==> config.mk <==
export PLATFORM = sky130hd
export DESIGN_NAME = dma_addr_gen
export DESIGN_NICKNAME = d
export VERILOG_FILES = /design/src/rtl/dma_addr_pkg.sv /design/src/rtl/dma_addr_step.sv /design/src/rtl/dma_addr_chan.sv /design/src/rtl/dma_addr_seq.sv /design/src/rtl/dma_addr_gen.sv
export SDC_FILE = /design/constraint.sdc
export NUM_CORES = 1
export LEC_CHECK = 0
export ABC_AREA = 1
export BUFFER_PORTS_ARGS = -buffer_cell sky130_fd_sc_hd__buf_2
export CAP_MARGIN = 20
export CORE_UTILIZATION = 45
export CTS_BUF_LIST = sky130_fd_sc_hd__clkbuf_16
export CTS_CLUSTER_SIZE = 30
export DETAILED_ROUTE_END_ITERATION = 12
export PLACE_DENSITY = 0.69
export SLEW_MARGIN = 20
export SYNTH_ARGS = -nofsm -noshare
export SYNTH_HDL_FRONTEND = slang
export SYNTH_SLANG_ARGS = --single-unit
==> constraint.sdc <==
create_clock -name clk -period 3.11 [get_ports clk]
set_input_delay 0.311 -clock clk [delete_from_list [all_inputs] [get_ports clk]]
set_output_delay 0.311 -clock clk [all_outputs]
set_load 0.02 [all_outputs]
==> src/rtl/dma_addr_pkg.sv <==
package dma_addr_pkg;

    typedef enum logic [1:0] {
        MODE_HOLD = 2'b00,
        MODE_INC  = 2'b01,
        MODE_DEC  = 2'b10,
        MODE_RSVD = 2'b11
    } step_mode_e;

    typedef enum logic [2:0] {
        ST_IDLE,
        ST_RD_A,
        ST_RD_B,
        ST_WR_A,
        ST_WR_B,
        ST_DONE
    } seq_state_e;

    localparam int unsigned REG_IDX_W = 3;
    localparam logic [REG_IDX_W-1:0] RI_SRC_LO = 3'd0;
    localparam logic [REG_IDX_W-1:0] RI_SRC_HI = 3'd1;
    localparam logic [REG_IDX_W-1:0] RI_DST_LO = 3'd2;
    localparam logic [REG_IDX_W-1:0] RI_DST_HI = 3'd3;
    localparam logic [REG_IDX_W-1:0] RI_CTRL   = 3'd4;

endpackage

==> src/rtl/dma_addr_step.sv <==
module dma_addr_step
    import dma_addr_pkg::*;
#(
    parameter int unsigned AW = 20
) (
    input  logic [AW-1:0] cur_addr,
    input  step_mode_e    mode,
    input  logic          word_sz,
    output logic [AW-1:0] next_addr
);
    logic [AW-1:0] stride;

    assign stride = word_sz ? AW'(2) : AW'(1);

    // full-width add/subtract, wraps modulo 2^AW
    always_comb begin
        unique case (mode)
            MODE_INC: next_addr = cur_addr + stride;
            MODE_DEC: next_addr = cur_addr - stride;
            default:  next_addr = cur_addr;
        endcase
    end
endmodule

==> src/rtl/dma_addr_chan.sv <==
module dma_addr_chan
    import dma_addr_pkg::*;
#(
    parameter int unsigned AW = 20,
    parameter int unsigned DW = 16
) (
    input  logic                 clk,
    input  logic                 rst_n,
    input  logic                 we,
    input  logic [REG_IDX_W-1:0] idx,
    input  logic [DW-1:0]        wdata,
    output logic [DW-1:0]        rdata,
    input  logic                 upd,
    output logic [AW-1:0]        src_addr,
    output logic [AW-1:0]        dst_addr,
    output logic                 word_sz
);
    localparam int unsigned HI_W = AW - DW;

    logic [AW-1:0] src_q, dst_q, src_nx, dst_nx;
    step_mode_e    smode_q, dmode_q;
    logic          word_q;

    dma_addr_step #(.AW(AW)) u_src_step (
        .cur_addr (src_q),
        .mode     (smode_q),
        .word_sz  (word_q),
        .next_addr(src_nx)
    );

    dma_addr_step #(.AW(AW)) u_dst_step (
        .cur_addr (dst_q),
        .mode     (dmode_q),
        .word_sz  (word_q),
        .next_addr(dst_nx)
    );

    // Register writes take priority over the post-transfer update.
    always_ff @(posedge clk or negedge rst_n) begin
        if (!rst_n) begin
            src_q   <= '0;
            dst_q   <= '0;
            smode_q <= MODE_HOLD;
            dmode_q <= MODE_HOLD;
            word_q  <= 1'b0;
        end else if (we) begin
            unique case (idx)
                RI_SRC_LO: src_q[DW-1:0]  <= wdata;
                RI_SRC_HI: src_q[AW-1:DW] <= wdata[HI_W-1:0];
                RI_DST_LO: dst_q[DW-1:0]  <= wdata;
                RI_DST_HI: dst_q[AW-1:DW] <= wdata[HI_W-1:0];
                RI_CTRL: begin
                    smode_q <= step_mode_e'(wdata[1:0]);
                    dmode_q <= step_mode_e'(wdata[3:2]);
                    word_q  <= wdata[4];
                end
                default: ;
            endcase
        end else if (upd) begin
            src_q <= src_nx;
            dst_q <= dst_nx;
        end
    end

    always_comb begin
        unique case (idx)
            RI_SRC_LO: rdata = src_q[DW-1:0];
            RI_SRC_HI: rdata = DW'(src_q[AW-1:DW]);
            RI_DST_LO: rdata = dst_q[DW-1:0];
            RI_DST_HI: rdata = DW'(dst_q[AW-1:DW]);
            RI_CTRL:   rdata = DW'({word_q, dmode_q, smode_q});
            default:   rdata = '0;
        endcase
    end

    assign src_addr = src_q;
    assign dst_addr = dst_q;
    assign word_sz  = word_q;
endmodule

==> src/rtl/dma_addr_seq.sv <==
module dma_addr_seq
    import dma_addr_pkg::*;
#(
    parameter int unsigned AW     = 20,
    parameter int unsigned NUM_CH = 2,
    parameter int unsigned CHW    = 1
) (
    input  logic           clk,
    input  logic           rst_n,
    input  logic           start,
    input  logic [CHW-1:0] start_ch,
    output logic [CHW-1:0] act_ch,
    input  logic [AW-1:0]  cur_src,
    input  logic [AW-1:0]  cur_dst,
    input  logic           cur_word,
    output logic           busy,
    output logic           bus_valid,
    output logic           bus_write,
    output logic [AW-1:0]  bus_addr,
    output logic           bus_word,
    output logic           bus_split,
    output logic           done
);
    seq_state_e     state_q, state_d;
    logic [CHW-1:0] ch_q;
    logic           ch_ok, src_split, dst_split;

    assign ch_ok     = ({1'b0, start_ch} < (CHW+1)'(NUM_CH));
    assign src_split = cur_word & cur_src[0];
    assign dst_split = cur_word & cur_dst[0];

    always_ff @(posedge clk or negedge rst_n) begin
        if (!rst_n) begin
            state_q <= ST_IDLE;
            ch_q    <= '0;
        end else begin
            state_q <= state_d;
            if (state_q == ST_IDLE && start && ch_ok) ch_q <= start_ch;
        end
    end

    always_comb begin
        state_d = state_q;
        unique case (state_q)
            ST_IDLE: if (start && ch_ok) state_d = ST_RD_A;
            ST_RD_A: state_d = src_split ? ST_RD_B : ST_WR_A;
            ST_RD_B: state_d = ST_WR_A;
            ST_WR_A: state_d = dst_split ? ST_WR_B : ST_DONE;
            ST_WR_B: state_d = ST_DONE;
            ST_DONE: state_d = ST_IDLE;
            default: state_d = ST_IDLE;
        endcase
    end

    always_comb begin
        bus_valid = 1'b0;
        bus_write = 1'b0;
        bus_addr  = '0;
        bus_word  = 1'b0;
        bus_split = 1'b0;
        done      = 1'b0;
        unique case (state_q)
            ST_IDLE: ;
            ST_RD_A: begin
                bus_valid = 1'b1;
                bus_addr  = cur_src;
                bus_word  = cur_word & ~src_split;
                bus_split = src_split;
            end
            ST_RD_B: begin
                bus_valid = 1'b1;
                bus_addr  = cur_src + AW'(1);
                bus_split = 1'b1;
            end
            ST_WR_A: begin
                bus_valid = 1'b1;
                bus_write = 1'b1;
                bus_addr  = cur_dst;
                bus_word  = cur_word & ~dst_split;
                bus_split = dst_split;
            end
            ST_WR_B: begin
                bus_valid = 1'b1;
                bus_write = 1'b1;
                bus_addr  = cur_dst + AW'(1);
                bus_split = 1'b1;
            end
            ST_DONE: done = 1'b1;
            default: ;
        endcase
    end

    assign busy   = (state_q != ST_IDLE);
    assign act_ch = ch_q;
endmodule

==> src/rtl/dma_addr_gen.sv <==
module dma_addr_gen
    import dma_addr_pkg::*;
#(
    parameter int unsigned NUM_CH = 2,
    parameter int unsigned AW     = 20,
    parameter int unsigned DW     = 16,
    localparam int unsigned CHW   = (NUM_CH > 1) ? $clog2(NUM_CH) : 1,
    localparam int unsigned SELW  = CHW + REG_IDX_W
) (
    input  logic            clk,
    input  logic            rst_n,
    input  logic            cfg_we,
    input  logic [SELW-1:0] cfg_sel,
    input  logic [DW-1:0]   cfg_wdata,
    output logic [DW-1:0]   cfg_rdata,
    input  logic            xfer_start,
    input  logic [CHW-1:0]  xfer_ch,
    output logic            busy,
    output logic            bus_valid,
    output logic            bus_write,
    output logic [AW-1:0]   bus_addr,
    output logic            bus_word,
    output logic            bus_split,
    output logic            xfer_done
);
    logic [CHW-1:0]       sel_ch, act_ch;
    logic [REG_IDX_W-1:0] sel_idx;
    logic [DW-1:0]        rd_arr  [NUM_CH];
    logic [AW-1:0]        src_arr [NUM_CH];
    logic [AW-1:0]        dst_arr [NUM_CH];
    logic                 word_arr[NUM_CH];
    logic                 done_w;

    assign sel_ch  = cfg_sel[SELW-1:REG_IDX_W];
    assign sel_idx = cfg_sel[REG_IDX_W-1:0];

    for (genvar i = 0; i < NUM_CH; i++) begin : g_ch
        dma_addr_chan #(.AW(AW), .DW(DW)) u_chan (
            .clk     (clk),
            .rst_n   (rst_n),
            .we      (cfg_we && (sel_ch == CHW'(i))),
            .idx     (sel_idx),
            .wdata   (cfg_wdata),
            .rdata   (rd_arr[i]),
            .upd     (done_w && (act_ch == CHW'(i))),
            .src_addr(src_arr[i]),
            .dst_addr(dst_arr[i]),
            .word_sz (word_arr[i])
        );
    end

    assign cfg_rdata = ({1'b0, sel_ch} < (CHW+1)'(NUM_CH)) ? rd_arr[sel_ch] : '0;

    dma_addr_seq #(.AW(AW), .NUM_CH(NUM_CH), .CHW(CHW)) u_seq (
        .clk      (clk),
        .rst_n    (rst_n),
        .start    (xfer_start),
        .start_ch (xfer_ch),
        .act_ch   (act_ch),
        .cur_src  (src_arr[act_ch]),
        .cur_dst  (dst_arr[act_ch]),
        .cur_word (word_arr[act_ch]),
        .busy     (busy),
        .bus_valid(bus_valid),
        .bus_write(bus_write),
        .bus_addr (bus_addr),
        .bus_word (bus_word),
        .bus_split(bus_split),
        .done     (done_w)
    );

    assign xfer_done = done_w;
endmodule

# == Word level (Yosys, flattened, before mapping) ==
# Cells that the tools add are included.
# Widths: inputs -> output; s select.
# op_classes
mux,42
n_reduce_logical,27
bitwise,10
n_eq_ne,26
n_addsub,10
magnitude_cmp,2
# ops
operator,n
$mux 20,14
$pmux 16 s5,2
$pmux 20 s2,4
$add 20x20->20,4
$mux 16,5
$pmux 20 s4,1
$sub 20x20->20,4
$add 20x1->20 const B,2
$reduce_and 3->1,8
$ne 2x2->1 const B,9
$pmux 3 s5,1
$reduce_bool 3->1,5
$eq 3x2->1 const B,4
$eq 3x3->1 const B,3
$eq 2x1->1 const B,4
$eq 2x2->1 const B,4
$mux 1,8
$mux 4,2
$eq 3x1->1 const B,2
$logic_not 3->1,2
$logic_and 1x1->1,5
$and 1x1->1,4
$ge 2x2->1 const B,2
$mux 2,2
9 further kinds,16
# word_totals
inputBits,25
out_inout_bits,42
regBits,94

# == Longest topological paths before layout ==
# depth
depth_word,8
mapped_depth,20

# == Modules after synthesis ==
# Synthesis repeated with hierarchy kept, for this count alone.
# unflattened
hier_cells,2691
area_unflattened_um2,15259.6
# by_module_without_submodules
module,seq_area_each_um2,cells_per_inst,area_per_inst_um2,n_inst
dma_addr_chan,1126.1,380,2717.6,2
dma_addr_step at g_ch[0].u_chan.u_src_step ...,0.0,352,1870.5,2
dma_addr_seq,100.1,332,1800.5,1
dma_addr_step at g_ch[1].u_chan.u_src_step,0.0,355,1741.7,1
dma_addr_step at g_ch[0].u_chan.u_dst_step,0.0,347,1725.4,1
dma_addr_gen,0.0,193,815.8,1

# == Worst setup path after synthesis ==
# Ideal clock, no wire load.
# synth_path
path_type,reg2out
from,"register u_seq.ch_q, in the netlist u_seq.act_ch"
to,output bus_word
n_path_buf,3
required_time_ns,2.799
stages_incl_launch_ff,7
path_slack_ns,0.677
arrival_time_ns,2.122
path_cell_list,dfrtp_1 > buf_4 > buf_4 > buf_4 > nand2_1 > o21ai_0 > a2111oi_0
# synth_between
elab_chain_cells,8
# synth_rtl
element,line_no,source
"start, declared",dma_addr_seq.sv:25,logic [CHW-1:0] ch_q;
"start signal, assigned",dma_addr_seq.sv:38,if (state_q == ST_IDLE && start && ch_ok) ch_q <= start_ch;
$not 1->2 (implied by the code) (*),"dma_addr_gen.sv:60, dma_addr_gen.sv:61, dma_addr_gen.sv:62",
$mux 1 (implied by the code) (tied with other cells) (3 in series),dma_addr_gen.sv:62,".cur_word (word_arr[act_ch]),"
"$and 1x1->1, on equally long branches","dma_addr_seq.sv:30, dma_addr_seq.sv:29",
"$not 1->1, on equally long branches","dma_addr_seq.sv:79, dma_addr_seq.sv:67",
"$and 1x1->1, on equally long branches","dma_addr_seq.sv:79, dma_addr_seq.sv:67",
$pmux 1 s2 (*),dma_addr_seq.sv:62,unique case (state_q)
"end, declared",dma_addr_gen.sv:22,"output logic bus_word,"
# Mark *: on every way between the ends. The rest lies on a longest branch, timed or not. The select of a mux whose other input is x is not followed.

# == Final worst setup path ==
# layout_path
from,register g_ch[0].u_chan.src_q[7]
to,output bus_addr[10]
# layout_between
elab_chain_cells,5
# layout_rtl
element,line_no,source
"start, declared",dma_addr_chan.sv:20,"logic [AW-1:0] src_q, dst_q, src_nx, dst_nx;"
"start signal, assigned by index",dma_addr_chan.sv:48,RI_SRC_LO: src_q[DW-1:0] <= wdata;
"start signal, assigned by index",dma_addr_chan.sv:49,RI_SRC_HI: src_q[AW-1:DW] <= wdata[HI_W-1:0];
"start signal, assigned",dma_addr_chan.sv:60,src_q <= src_nx;
$mux 20 (implied by the code) (3 in series),dma_addr_gen.sv:60,".cur_src (src_arr[act_ch]),"
$add 20x1->20,dma_addr_seq.sv:72,bus_addr = cur_src + AW'(1);
$pmux 20 s4,dma_addr_seq.sv:62,
"end, declared",dma_addr_gen.sv:21,"output logic [AW-1:0] bus_addr,"
# Every way passes these cells. The select of a mux whose other input is x is not followed.

==> run_results.csv <==
group,metric,value,unit
run_status,status,"finished, final reports clean",
cells_and_area,multi_input_area,7894,um^2
sta,max_slew_margin,35.59,%
sta,setup_viol,0,
sta,slew_viol_final,0,
global_route,grt.total_usage,38.43,%
hold_path,holdPathEnd,"u_seq.act_ch$_DFFE_PN0P_",
worst_setup_path,reg2regPathDepth,13,
logic_synthesis,ys_ff_latch,94,
hold_path,hp-start,"xfer_ch",
worst_setup_path,cp.arrival,2690,ps
worst_setup_path,cp-start-kind,"flip-flop",
detailed_routing,drt_wl_total,50.84,mm
floorplan,die-area,26540,um^2
cells_and_area,diodes,0,
detailed_routing,vias,14947,
cells_and_area,final_core_util,51.06,%
global_route,grt_pass1_vias,13171,
clock_network,clkSinkCount,94,
place,dp_slack,256.2,ps
clock_network,htreeDepth,3,
logic_synthesis,synth_cell_type_count,50,
global_route,antenna_found_initial,2,
logic_synthesis,synth.most_common_cell,"nand2_1",
sta,period_needed,3005,ps
worst_setup_path,r2r_setup_slack,280,ps
detailed_routing,drc,0,
logic_synthesis,yosysTopAreaCellShare,24.29,%
power,p_leak,7.186,nW
logic_synthesis,synthArstFlopShare,100.0,%
clock_network,clk_path_buf_depth,2,
worst_setup_path,r2r-start,"g_ch[0].u_chan.dmode_q[0]$_DFFE_PN0P_",
hold_path,hp-class,"input pin to flip-flop",
sta,max_freq,0.3328,GHz
cells_and_area,fillers,2772,
sta,finalClockSkew,20.10,ps
logic_synthesis,synth_area,11650,um^2
logic_synthesis,syn_inst,2163,
detailed_routing,vias_per_cell,5.830,
clock_network,clock_latency,380,ps
cells_and_area,areaGrowthSynthToFinish,10.69,%
clock_network,cts_buffers,9,
global_route,grt_max_degree,72,
cells_and_area,register_area,2357,um^2
worst_setup_path,crit_type,"flip-flop to output port",
cells_and_area,drive_gt1_share,9.624,%
detailed_routing,dr.pass1.iters,7,
sta,period_share,96.63,%
detailed_routing,ant_nets,0,
clock_network,clk_pin_slew,70,ps
floorplan,coreArea,25250,um^2
global_route,grt_pass1_wl,77.07,mm
clock_network,cts_tree,"done",
logic_synthesis,synth-seq-area-share,20.19,%
logic_synthesis,synth_top_area_cell,"nand2_1",
place,gp_congestion,1.053,
logic_synthesis,synth_nets,2209,
worst_setup_path,reg2reg_to,"g_ch[0].u_chan.dst_addr[16]$_DFFE_PN0P_",
place,hpwl,40.41,mm
global_route,grt-ovfl-total,0,
logic_synthesis,syn_avg_cell_area,5.386,um^2
logic_synthesis,synth-main-ff-cell,"dfrtp_1",
power,peakVddDrop,0.6809,mV
detailed_routing,wire_per_inst,19.83,um
logic_synthesis,synth_commonest_cells,"754 x nand2_1, 318 x nor2_1, 280 x inv_1",
power,power.density,1125,nW/um^2
power,power,14.50,mW
worst_setup_path,cp.required,2800,ps
place,io_buffers,66,
detailed_routing,drt_iter0_drc,2152,
sta,hold_viol,0,
floorplan,ios,67,
floorplan,die_w,162.9,um
sta,fin_ws,104.8,ps
floorplan,die_height,162.9,um
logic_synthesis,synth.area.top_cells,"nand2_1 24%, dfrtp_1 20%, nor2_1 10%",
worst_setup_path,crit_fanout,7,
logic_synthesis,yosysWarningCount,0,
cells_and_area,fin_nets,2275,
flow_run,maxCapViolCount,0,
clock_network,root_buffer,"clkbuf_16",
hold_path,hold_depth,2,
worst_setup_path,end_kind,"output port",
sta,worst_slew_pin_slew,966.0,ps
floorplan,num_rows,58,
floorplan,start_util,46.13,%
logic_synthesis,synth_edf_count,0,
worst max-delay path: stages, from the launching register on:
cell	delay (ps)
dfrtp_1	380
inv_1	180
o21ai_0	460
o21ai_1	290
nor2_2	210
nand2_2	90
nor2_4	190
nand2_1	100
o211ai_1	170
nand2_1	90
buf_2	170
registers in the layout, indices dropped and copies added (netlist names):
signal	flops
u_seq.state_q	3
g_ch.u_chan.src_addr	40
g_ch.u_chan.smode_q	4
g_ch.u_chan.word_sz	2
g_ch.u_chan.dst_addr	40
g_ch.u_chan.dmode_q	4
u_seq.act_ch	1
stage by stage:
| stage | TNS (ps) | std cells | area (um^2) | hold WS, ps |
|---|---|---|---|---|
| after floorplan | 0 | 2163 | 11650 | 15.41 |
| after global placement | 0 | 2531 | 12360 | 279.2 |
| after detailed placement | 0 | 2531 | 12360 | 282.4 |
| after CTS | 0 | 2549 | 12680 | 227.9 |
| after global routing | -12.17 | 2564 | 12890 | 246.0 |
| final | 0 | 2564 | 12890 | 240.7 |
worst max path at each step:
stage,startpoint,endpoint,slack [ps],cells after the start
3_3_place_gp,u_seq.act_ch$_DFFE_PN0P_,bus_addr[14],310,12
3_5_place_dp,u_seq.act_ch$_DFFE_PN0P_,bus_addr[10],260,12
4_1_cts,u_seq.state_q[0]$_DFFE_PN0P_,bus_addr[10],20,14
6_report,g_ch[0].u_chan.src_addr[7]$_DFFE_PN0P_,bus_addr[10],100,10
5_1_grt,u_seq.act_ch$_DFFE_PN0P_,bus_addr[10],-10,12
2_1_floorplan,u_seq.act_ch$_DFFE_PN0P_,bus_word,680,6
cells by family (layout without fill, tap and decap cells):
kind of cell,count (synthesis),after routing,synth area share (%)
flops,94,94,20.19
simple gates,1305,1306,45.47
compound gates,373,373,18.43
buf+inv,362,432,12.77
xor+xnor,7,7,0.5263
mux,1,1,0.09665
fa+ha+maj,21,21,2.513
where the power goes:
group	switching, mW	internal (mW)
Sequential	0.885	1.77
Combinational	7.37	3.27
Clock	0.571	0.630
Total	8.83	5.67
layout make-up:
type                       instances  share of cell area (%)
tap                              330                   3.202
multi-input combinational       1708                   61.22
clock buffer                       9                   1.747
timing repair buffer             123                   6.423
inverter                         293                   8.558
clock inverter                     7                  0.5725
sequential                        94                   18.28
routing by layer:
layer	share of wire (%)	GRT usage, %	vias to the layer above
met1	43	56.57	6783
met5	0.026	0	-
li1	-	-	7049
met4	4.7	17.29	2
met3	13	7.028	136
met2	39	53.60	977
timing repair:
action	4_1_cts	5_1_grt
pin swaps	0	11
cloned	0	1
setup buffers	1	14
endpoints found under the hold margin	23	0
hold buffers	1	0
setup endpoints to repair	11	15
resized for setup	2	41
cells in the final DEF, fill, tap and decap left out, types with 5 or more instances in the layout:
master | Yosys | routed
clkbuf_16 | 0 | 9
buf_4 | 9 | 53
ha_1 | 17 | 16
nand2_2 | 6 | 9
buf_12 | 0 | 5
buf_2 | 28 | 64
o21ai_1 | 20 | 26
nand3_1 | 173 | 172
a31oi_1 | 31 | 31
o21ai_2 | 10 | 15
o21bai_1 | 6 | 6
a21oi_1 | 122 | 122
o21ai_0 | 103 | 91
or2_2 | 7 | 7
inv_2 | 10 | 14
nand2_1 | 754 | 751
a22oi_1 | 10 | 10
o22ai_1 | 33 | 33
nand4_1 | 14 | 14
o211ai_1 | 9 | 9
nor2_2 | 10 | 11
dfrtp_1 | 94 | 92
nor3_1 | 11 | 11
inv_1 | 280 | 276
nor2_1 | 318 | 316
nor2_4 | 6 | 7
(Power assumes the default switching activity.)
